--- src/rtl/i2c_rx_pkg.sv ---
package i2c_rx_pkg;
    localparam logic [7:0] CODE_NONE     = 8'hF8;
    localparam logic [7:0] CODE_OWN      = 8'h60;
    localparam logic [7:0] CODE_OWN_ARB  = 8'h68;
    localparam logic [7:0] CODE_GC       = 8'h70;
    localparam logic [7:0] CODE_GC_ARB   = 8'h78;
    localparam logic [7:0] CODE_DAT_ACK  = 8'h80;
    localparam logic [7:0] CODE_DAT_NACK = 8'h88;
    localparam logic [7:0] CODE_GCD_ACK  = 8'h90;
    localparam logic [7:0] CODE_GCD_NACK = 8'h98;
    localparam logic [7:0] CODE_STOP_RS  = 8'hA0;

    typedef enum logic [2:0] {
        ST_IDLE, ST_ADDR, ST_AACK, ST_DATA, ST_DACK, ST_WAIT
    } rx_state_e;
endpackage

--- src/rtl/i2c_sync.sv ---
module i2c_sync #(
    parameter int STAGES = 2
) (
    input  logic clk,
    input  logic rst_n,
    input  logic d,
    output logic q
);
    logic [STAGES-1:0] chain_q;

    generate
        for (genvar i = 0; i < STAGES; i++) begin : g_stage
            if (i == 0) begin : g_first
                always_ff @(posedge clk or negedge rst_n) begin
                    if (!rst_n) chain_q[0] <= 1'b1;
                    else        chain_q[0] <= d;
                end
            end else begin : g_next
                always_ff @(posedge clk or negedge rst_n) begin
                    if (!rst_n) chain_q[i] <= 1'b1;
                    else        chain_q[i] <= chain_q[i-1];
                end
            end
        end
    endgenerate

    assign q = chain_q[STAGES-1];
endmodule

--- src/rtl/i2c_bus_events.sv ---
module i2c_bus_events #(
    parameter int SYNC_STAGES = 2
) (
    input  logic clk,
    input  logic rst_n,
    input  logic scl_raw,
    input  logic sda_raw,
    output logic sda_bit,
    output logic scl_rise,
    output logic scl_fall,
    output logic start_ev,
    output logic stop_ev
);
    logic scl_s, sda_s, scl_p_q, sda_p_q;

    i2c_sync #(.STAGES(SYNC_STAGES)) u_scl (.clk(clk), .rst_n(rst_n), .d(scl_raw), .q(scl_s));
    i2c_sync #(.STAGES(SYNC_STAGES)) u_sda (.clk(clk), .rst_n(rst_n), .d(sda_raw), .q(sda_s));

    always_ff @(posedge clk or negedge rst_n) begin
        if (!rst_n) begin
            scl_p_q <= 1'b1;
            sda_p_q <= 1'b1;
        end else begin
            scl_p_q <= scl_s;
            sda_p_q <= sda_s;
        end
    end

    assign sda_bit  = sda_s;
    assign scl_rise = scl_s & ~scl_p_q;
    assign scl_fall = ~scl_s & scl_p_q;
    assign start_ev = scl_s & scl_p_q & sda_p_q & ~sda_s;
    assign stop_ev  = scl_s & scl_p_q & ~sda_p_q & sda_s;
endmodule

--- src/rtl/i2c_rx_slave.sv ---
module i2c_rx_slave
    import i2c_rx_pkg::*;
#(
    parameter int ADDR_W      = 7,
    parameter int SYNC_STAGES = 2
) (
    input  logic              clk,
    input  logic              rst_n,
    input  logic              scl_i,
    input  logic              sda_i,
    output logic              scl_oe,
    output logic              sda_oe,
    input  logic [ADDR_W-1:0] own_addr,
    input  logic              gc_en,
    input  logic              ack_en,
    input  logic              arb_lost,
    input  logic              flag_clr,
    output logic              flag,
    output logic [7:0]        status,
    output logic [ADDR_W:0]   rx_data
);
    localparam int BYTE_W = ADDR_W + 1;
    localparam int CNT_W  = $clog2(BYTE_W + 1);

    typedef struct packed {
        rx_state_e         st;
        rx_state_e         resume;
        logic [BYTE_W-1:0] sh;
        logic [CNT_W-1:0]  cnt;
        logic              flag;
        logic [7:0]        status;
        logic [7:0]        pend;
        logic [BYTE_W-1:0] rx;
        logic              gc;
        logic              sda_oe;
        logic              nack;
    } regs_t;

    regs_t r_q, r_d;
    logic  sda_bit, scl_rise, scl_fall, start_ev, stop_ev;
    logic  own_hit, gc_hit, addressed;

    i2c_bus_events #(.SYNC_STAGES(SYNC_STAGES)) u_ev (
        .clk(clk), .rst_n(rst_n), .scl_raw(scl_i), .sda_raw(sda_i),
        .sda_bit(sda_bit), .scl_rise(scl_rise), .scl_fall(scl_fall),
        .start_ev(start_ev), .stop_ev(stop_ev)
    );

    assign own_hit   = (r_q.sh[BYTE_W-1:1] == own_addr) && !r_q.sh[0];
    assign gc_hit    = (r_q.sh == '0) && gc_en;
    assign addressed = (r_q.st == ST_AACK) || (r_q.st == ST_DATA) || (r_q.st == ST_DACK);

    always_comb begin
        r_d = r_q;
        if (r_q.st == ST_WAIT) begin
            if (flag_clr) begin
                r_d.flag   = 1'b0;
                r_d.status = CODE_NONE;
                r_d.st     = r_q.resume;
                r_d.cnt    = '0;
            end
        end else if (start_ev || stop_ev) begin
            r_d.sda_oe = 1'b0;
            r_d.cnt    = '0;
            if (addressed) begin
                r_d.flag   = 1'b1;
                r_d.status = CODE_STOP_RS;
                r_d.st     = ST_WAIT;
                r_d.resume = start_ev ? ST_ADDR : ST_IDLE;
            end else begin
                r_d.st = start_ev ? ST_ADDR : ST_IDLE;
            end
        end else begin
            case (r_q.st)
                ST_ADDR, ST_DATA: begin
                    if (scl_rise && (r_q.cnt != CNT_W'(BYTE_W))) begin
                        r_d.sh  = {r_q.sh[BYTE_W-2:0], sda_bit};
                        r_d.cnt = r_q.cnt + 1'b1;
                    end else if (scl_fall && (r_q.cnt == CNT_W'(BYTE_W))) begin
                        if (r_q.st == ST_ADDR) begin
                            if (ack_en && (own_hit || gc_hit)) begin
                                r_d.sda_oe = 1'b1;
                                r_d.gc     = !own_hit;
                                r_d.st     = ST_AACK;
                                if (own_hit) r_d.pend = arb_lost ? CODE_OWN_ARB : CODE_OWN;
                                else         r_d.pend = arb_lost ? CODE_GC_ARB : CODE_GC;
                            end else begin
                                r_d.st = ST_IDLE;
                            end
                        end else begin
                            r_d.rx     = r_q.sh;
                            r_d.nack   = !ack_en;
                            r_d.sda_oe = ack_en;
                            r_d.st     = ST_DACK;
                            if (r_q.gc) r_d.pend = ack_en ? CODE_GCD_ACK : CODE_GCD_NACK;
                            else        r_d.pend = ack_en ? CODE_DAT_ACK : CODE_DAT_NACK;
                        end
                    end
                end
                ST_AACK, ST_DACK: begin
                    if (scl_fall) begin
                        r_d.sda_oe = 1'b0;
                        r_d.flag   = 1'b1;
                        r_d.status = r_q.pend;
                        r_d.st     = ST_WAIT;
                        r_d.cnt    = '0;
                        r_d.resume = (r_q.st == ST_DACK && r_q.nack) ? ST_IDLE : ST_DATA;
                    end
                end
                default: ;
            endcase
        end
    end

    always_ff @(posedge clk or negedge rst_n) begin
        if (!rst_n) begin
            r_q        <= '0;
            r_q.st     <= ST_IDLE;
            r_q.resume <= ST_IDLE;
            r_q.status <= CODE_NONE;
        end else begin
            r_q <= r_d;
        end
    end

    assign scl_oe  = r_q.flag;
    assign sda_oe  = r_q.sda_oe;
    assign flag    = r_q.flag;
    assign status  = r_q.status;
    assign rx_data = r_q.rx;
endmodule

--- config.mk ---
export PLATFORM = sky130hd
export DESIGN_NAME = i2c_rx_slave
export DESIGN_NICKNAME = d
export VERILOG_FILES = /design/src/rtl/i2c_rx_pkg.sv /design/src/rtl/i2c_sync.sv /design/src/rtl/i2c_bus_events.sv /design/src/rtl/i2c_rx_slave.sv
export SDC_FILE = /design/constraint.sdc
export NUM_CORES = 1
export LEC_CHECK = 0
export ABC_AREA = 1
export BUFFER_PORTS_ARGS = -buffer_cell sky130_fd_sc_hd__buf_2
export CELL_PAD_IN_SITES_DETAIL_PLACEMENT = 0
export CELL_PAD_IN_SITES_GLOBAL_PLACEMENT = 2
export CORE_MARGIN = 4
export CORE_UTILIZATION = 30
export DETAILED_ROUTE_END_ITERATION = 8
export GPL_TIMING_DRIVEN = 0
export PLACE_DENSITY_LB_ADDON = 0.1
export SLEW_MARGIN = 20
export SYNTH_ARGS = -nofsm -noshare
export SYNTH_HDL_FRONTEND = slang
export SYNTH_SLANG_ARGS = --single-unit
--- constraint.sdc ---
create_clock -name clk -period 1.7 [get_ports clk]
set_input_delay 0.425 -clock clk [delete_from_list [all_inputs] [get_ports clk]]
set_output_delay 0.425 -clock clk [all_outputs]
set_load 0.05 [all_outputs]
==> flow_summary.json <==
{
  "status": "finished clean",
  "cts_buffer_depth": 2,
  "io_buffers": 30,
  "setup-tns-final_ns": 0,
  "crit_start": "r_q[29]",
  "drv_cap": 0,
  "reg2regPathDepth": 12,
  "drt-pass1-iter-count": 4,
  "synth.top_cell.area_share_pct": 34.8,
  "antenna_cells": 0,
  "drive_above_1_share_pct": 38.2,
  "vdd_drop_max_mv": 0.548,
  "leakagePower_nw": 1.55,
  "fmax_mhz": 596,
  "grt-ovfl-total": 0,
  "vias": 1945,
  "synth_cell_type_count": 35,
  "rsz0062_at_grt": "true",
  "fin_hold_ws_ns": 0.119,
  "ant_nets": 0,
  "start_util_pct": 30.8,
  "syn_inst": 292,
  "fp.dieW_microns": 96.9,
  "gp_congestion": 0.757,
  "path_class": "flip-flop to flip-flop",
  "ioPinCount": 34,
  "path_clk_slew_ns": 0.09,
  "synth_area_leaders": "dfrtp_1 35%, nand2_1 13%, dfstp_2 12%",
  "setup_viol": 0,
  "reg2reg_from": "r_q[29]",
  "final_common_cell": "nand2_1",
  "grt_pass1_vias": 1973,
  "grt_max_degree": 45,
  "final_max_slew_viol_count": 0,
  "endpoint_kind": "flip-flop",
  "grt_usage_pct": 12.8,
  "post-route-period-util_pct": 98.7,
  "routed_via_density": 4.29,
  "rr_endpoint": "r_q[15]",
  "cts_tree": "built",
  "power.density_nw_per_um2": 1480,
  "cts_hold_buf": 0,
  "drtIter0Drc": 55,
  "path_max_fanout": 5,
  "final_nets": 367,
  "final_cell_mix": "76 x nand2_1, 34 x buf_4, 31 x inv_1, 31 x dfrtp_1, 29 x buf_2",
  "wire_per_inst_microns": 13.0,
  "core_area_sq_um": 7690,
  "netlist_area_sq_um": 2370,
  "clockRootBuffer": "clkbuf_8",
  "slew_headroom_pct": 60.5,
  "cts-htree-levels": 2,
  "clock_latency_ns": 0.30,
  "cts_buffers": 5,
  "ys.warnings.count": 0,
  "die_h_microns": 96.9,
  "ys_seq_elements": 44,
  "syn_to_final_growth_pct": 31.9,
  "placementRows": 32,
  "finClkSkew_ns": 0.00944,
  "reg2reg_slack_ns": 0.02,
  "cp-start-kind": "flip-flop",
  "worst-slew-pin-transition_ns": 0.593,
  "cp.arrival_ns": 1.87,
  "clock-sinks": 44,
  "crit_required_ns": 1.90,
  "die-area_sq_um": 9380,
  "hold_viol": 0,
  "routed_wl_microns": 5870,
  "ys_seq_area_share_pct": 47.0,
  "grt_pass1_wl_microns": 9700,
  "period_needed_ns": 1.68,
  "hp-class": "primary input to asynchronous set/reset pin",
  "drc_errors": 0,
  "hpwlAfterDp_microns": 4050,
  "antenna_found_initial": 0,
  "postSynthAreaPerCell_sq_um": 8.12,
  "synth_largest_area_cell": "dfrtp_1"
}
power breakdown:
group / switching [mW] / total (mW) / internal, mW
clock: 0.381 / 0.969 / 0.588
sequential: 0.168 / 1.48 / 1.31
combinational: 1.36 / 2.18 / 0.824
total: 1.91 / 4.63 / 2.72
kinds of logic after synthesis:
group           after synthesis  synth area share, %
simple gates                140                 26.8
other cells                   1                0.158
compound gates               40                 9.93
buf+inv                      61                 13.5
fa+ha+maj                     2                 1.06
flops                        44                 47.0
mux                           1                0.422
xor+xnor                      3                 1.11
critical path, stage by stage (launching register included):
cell	delay (ns)
dfrtp_1	0.40
inv_2	0.09
ha_4	0.15
nand2_4	0.05
nor2_4	0.14
nand3_4	0.10
nor2_2	0.12
inv_1	0.08
nor2_4	0.11
inv_4	0.08
buf_8	0.13
nand3_1	0.07
nand2_1	0.06
synth_stat cells:
cell type and instances:
nand3_1 14, nor3_4 2, nor2_1 23, nand2_4 1
xor2_1 1, nand2_1 83, a21oi_2 1, nor4_1 2
nor3_2 1, clkbuf_1 1, nor2_4 1, xnor2_1 2
inv_1 36, ha_1 2, dfstp_2 11, dfrtp_1 33
o21ai_2 7, o21ai_1 4, nor2_2 3, a31oi_1 1
a21oi_1 8, inv_4 1, nand3_4 1, nand3b_1 1
o21ai_0 18, nand2_2 1, inv_2 3, nand4_1 3
a41oi_1 1, mux2i_1 1, conb_1 1, buf_4 17
nor3_1 4, buf_6 2, clkbuf_8 1
area by class of cell:
class	instances	area, sq um
clock inverter	2	60.1
clock buffer	6	72.6
fill	825	4560
sequential	44	1120
buffer	20	173
inverter	40	158
timing repair buffer	50	343
tap	102	128
multi-input combinational	189	1080
stage by stage:
step	setup WS (ns)	cells	total power, mW	area, sq um	utilization, %
2_1_floorplan	0.0887	294	2.82	2380	-
3_3_place_gp	-0.215	426	3.22	2660	34.5
3_5_place_dp	-0.201	426	3.22	2660	34.5
4_1_cts	-0.0148	446	4.39	2960	38.5
5_1_grt	-0.109	453	4.99	3130	40.7
6_report	0.0222	453	4.63	3130	40.7
how the worst max path moves through the flow:
stage	slack (ns)	end
2_1_floorplan	0.09	r_q[15]
3_3_place_gp	-0.22	r_q[15]
3_5_place_dp	-0.20	sda_oe
4_1_cts	-0.01	rx_data[3]
5_1_grt	-0.11	r_q[45]
6_report	0.02	r_q[15]
repair_timing:
item	4_1_cts	5_1_grt
gates cloned	1	0
endpoints found under the setup margin	36	36
resized for setup	19	28
endpoints found under the hold margin	0	0
pin swaps	3	15
buffers inserted	12	7
registers in the layout (all words and copies together) (netlist names):
signal / flops
u_ev.sda_p_q: 1
u_ev.scl_p_q: 1
sda_oe: 1
rx_data: 8
flag: 1
u_ev.u_sda.q: 1
u_ev.u_scl.chain_q: 1
u_ev.u_scl.q: 1
r_q: 23
status: 5
u_ev.u_sda.chain_q: 1
routing by layer:
| metal | up-vias | part of all wire, % | global-route usage (%) |
|---|---|---|---|
| li1 | 1013 | - | - |
| met3 | 4 | 3.2 | 3.10 |
| met2 | 29 | 48 | 20.9 |
| met4 | 0 | 0.82 | 3.67 |
| met1 | 899 | 48 | 17.0 |
| met5 | - | 0 | 0 |
Power figures use the tool's default switching activity.
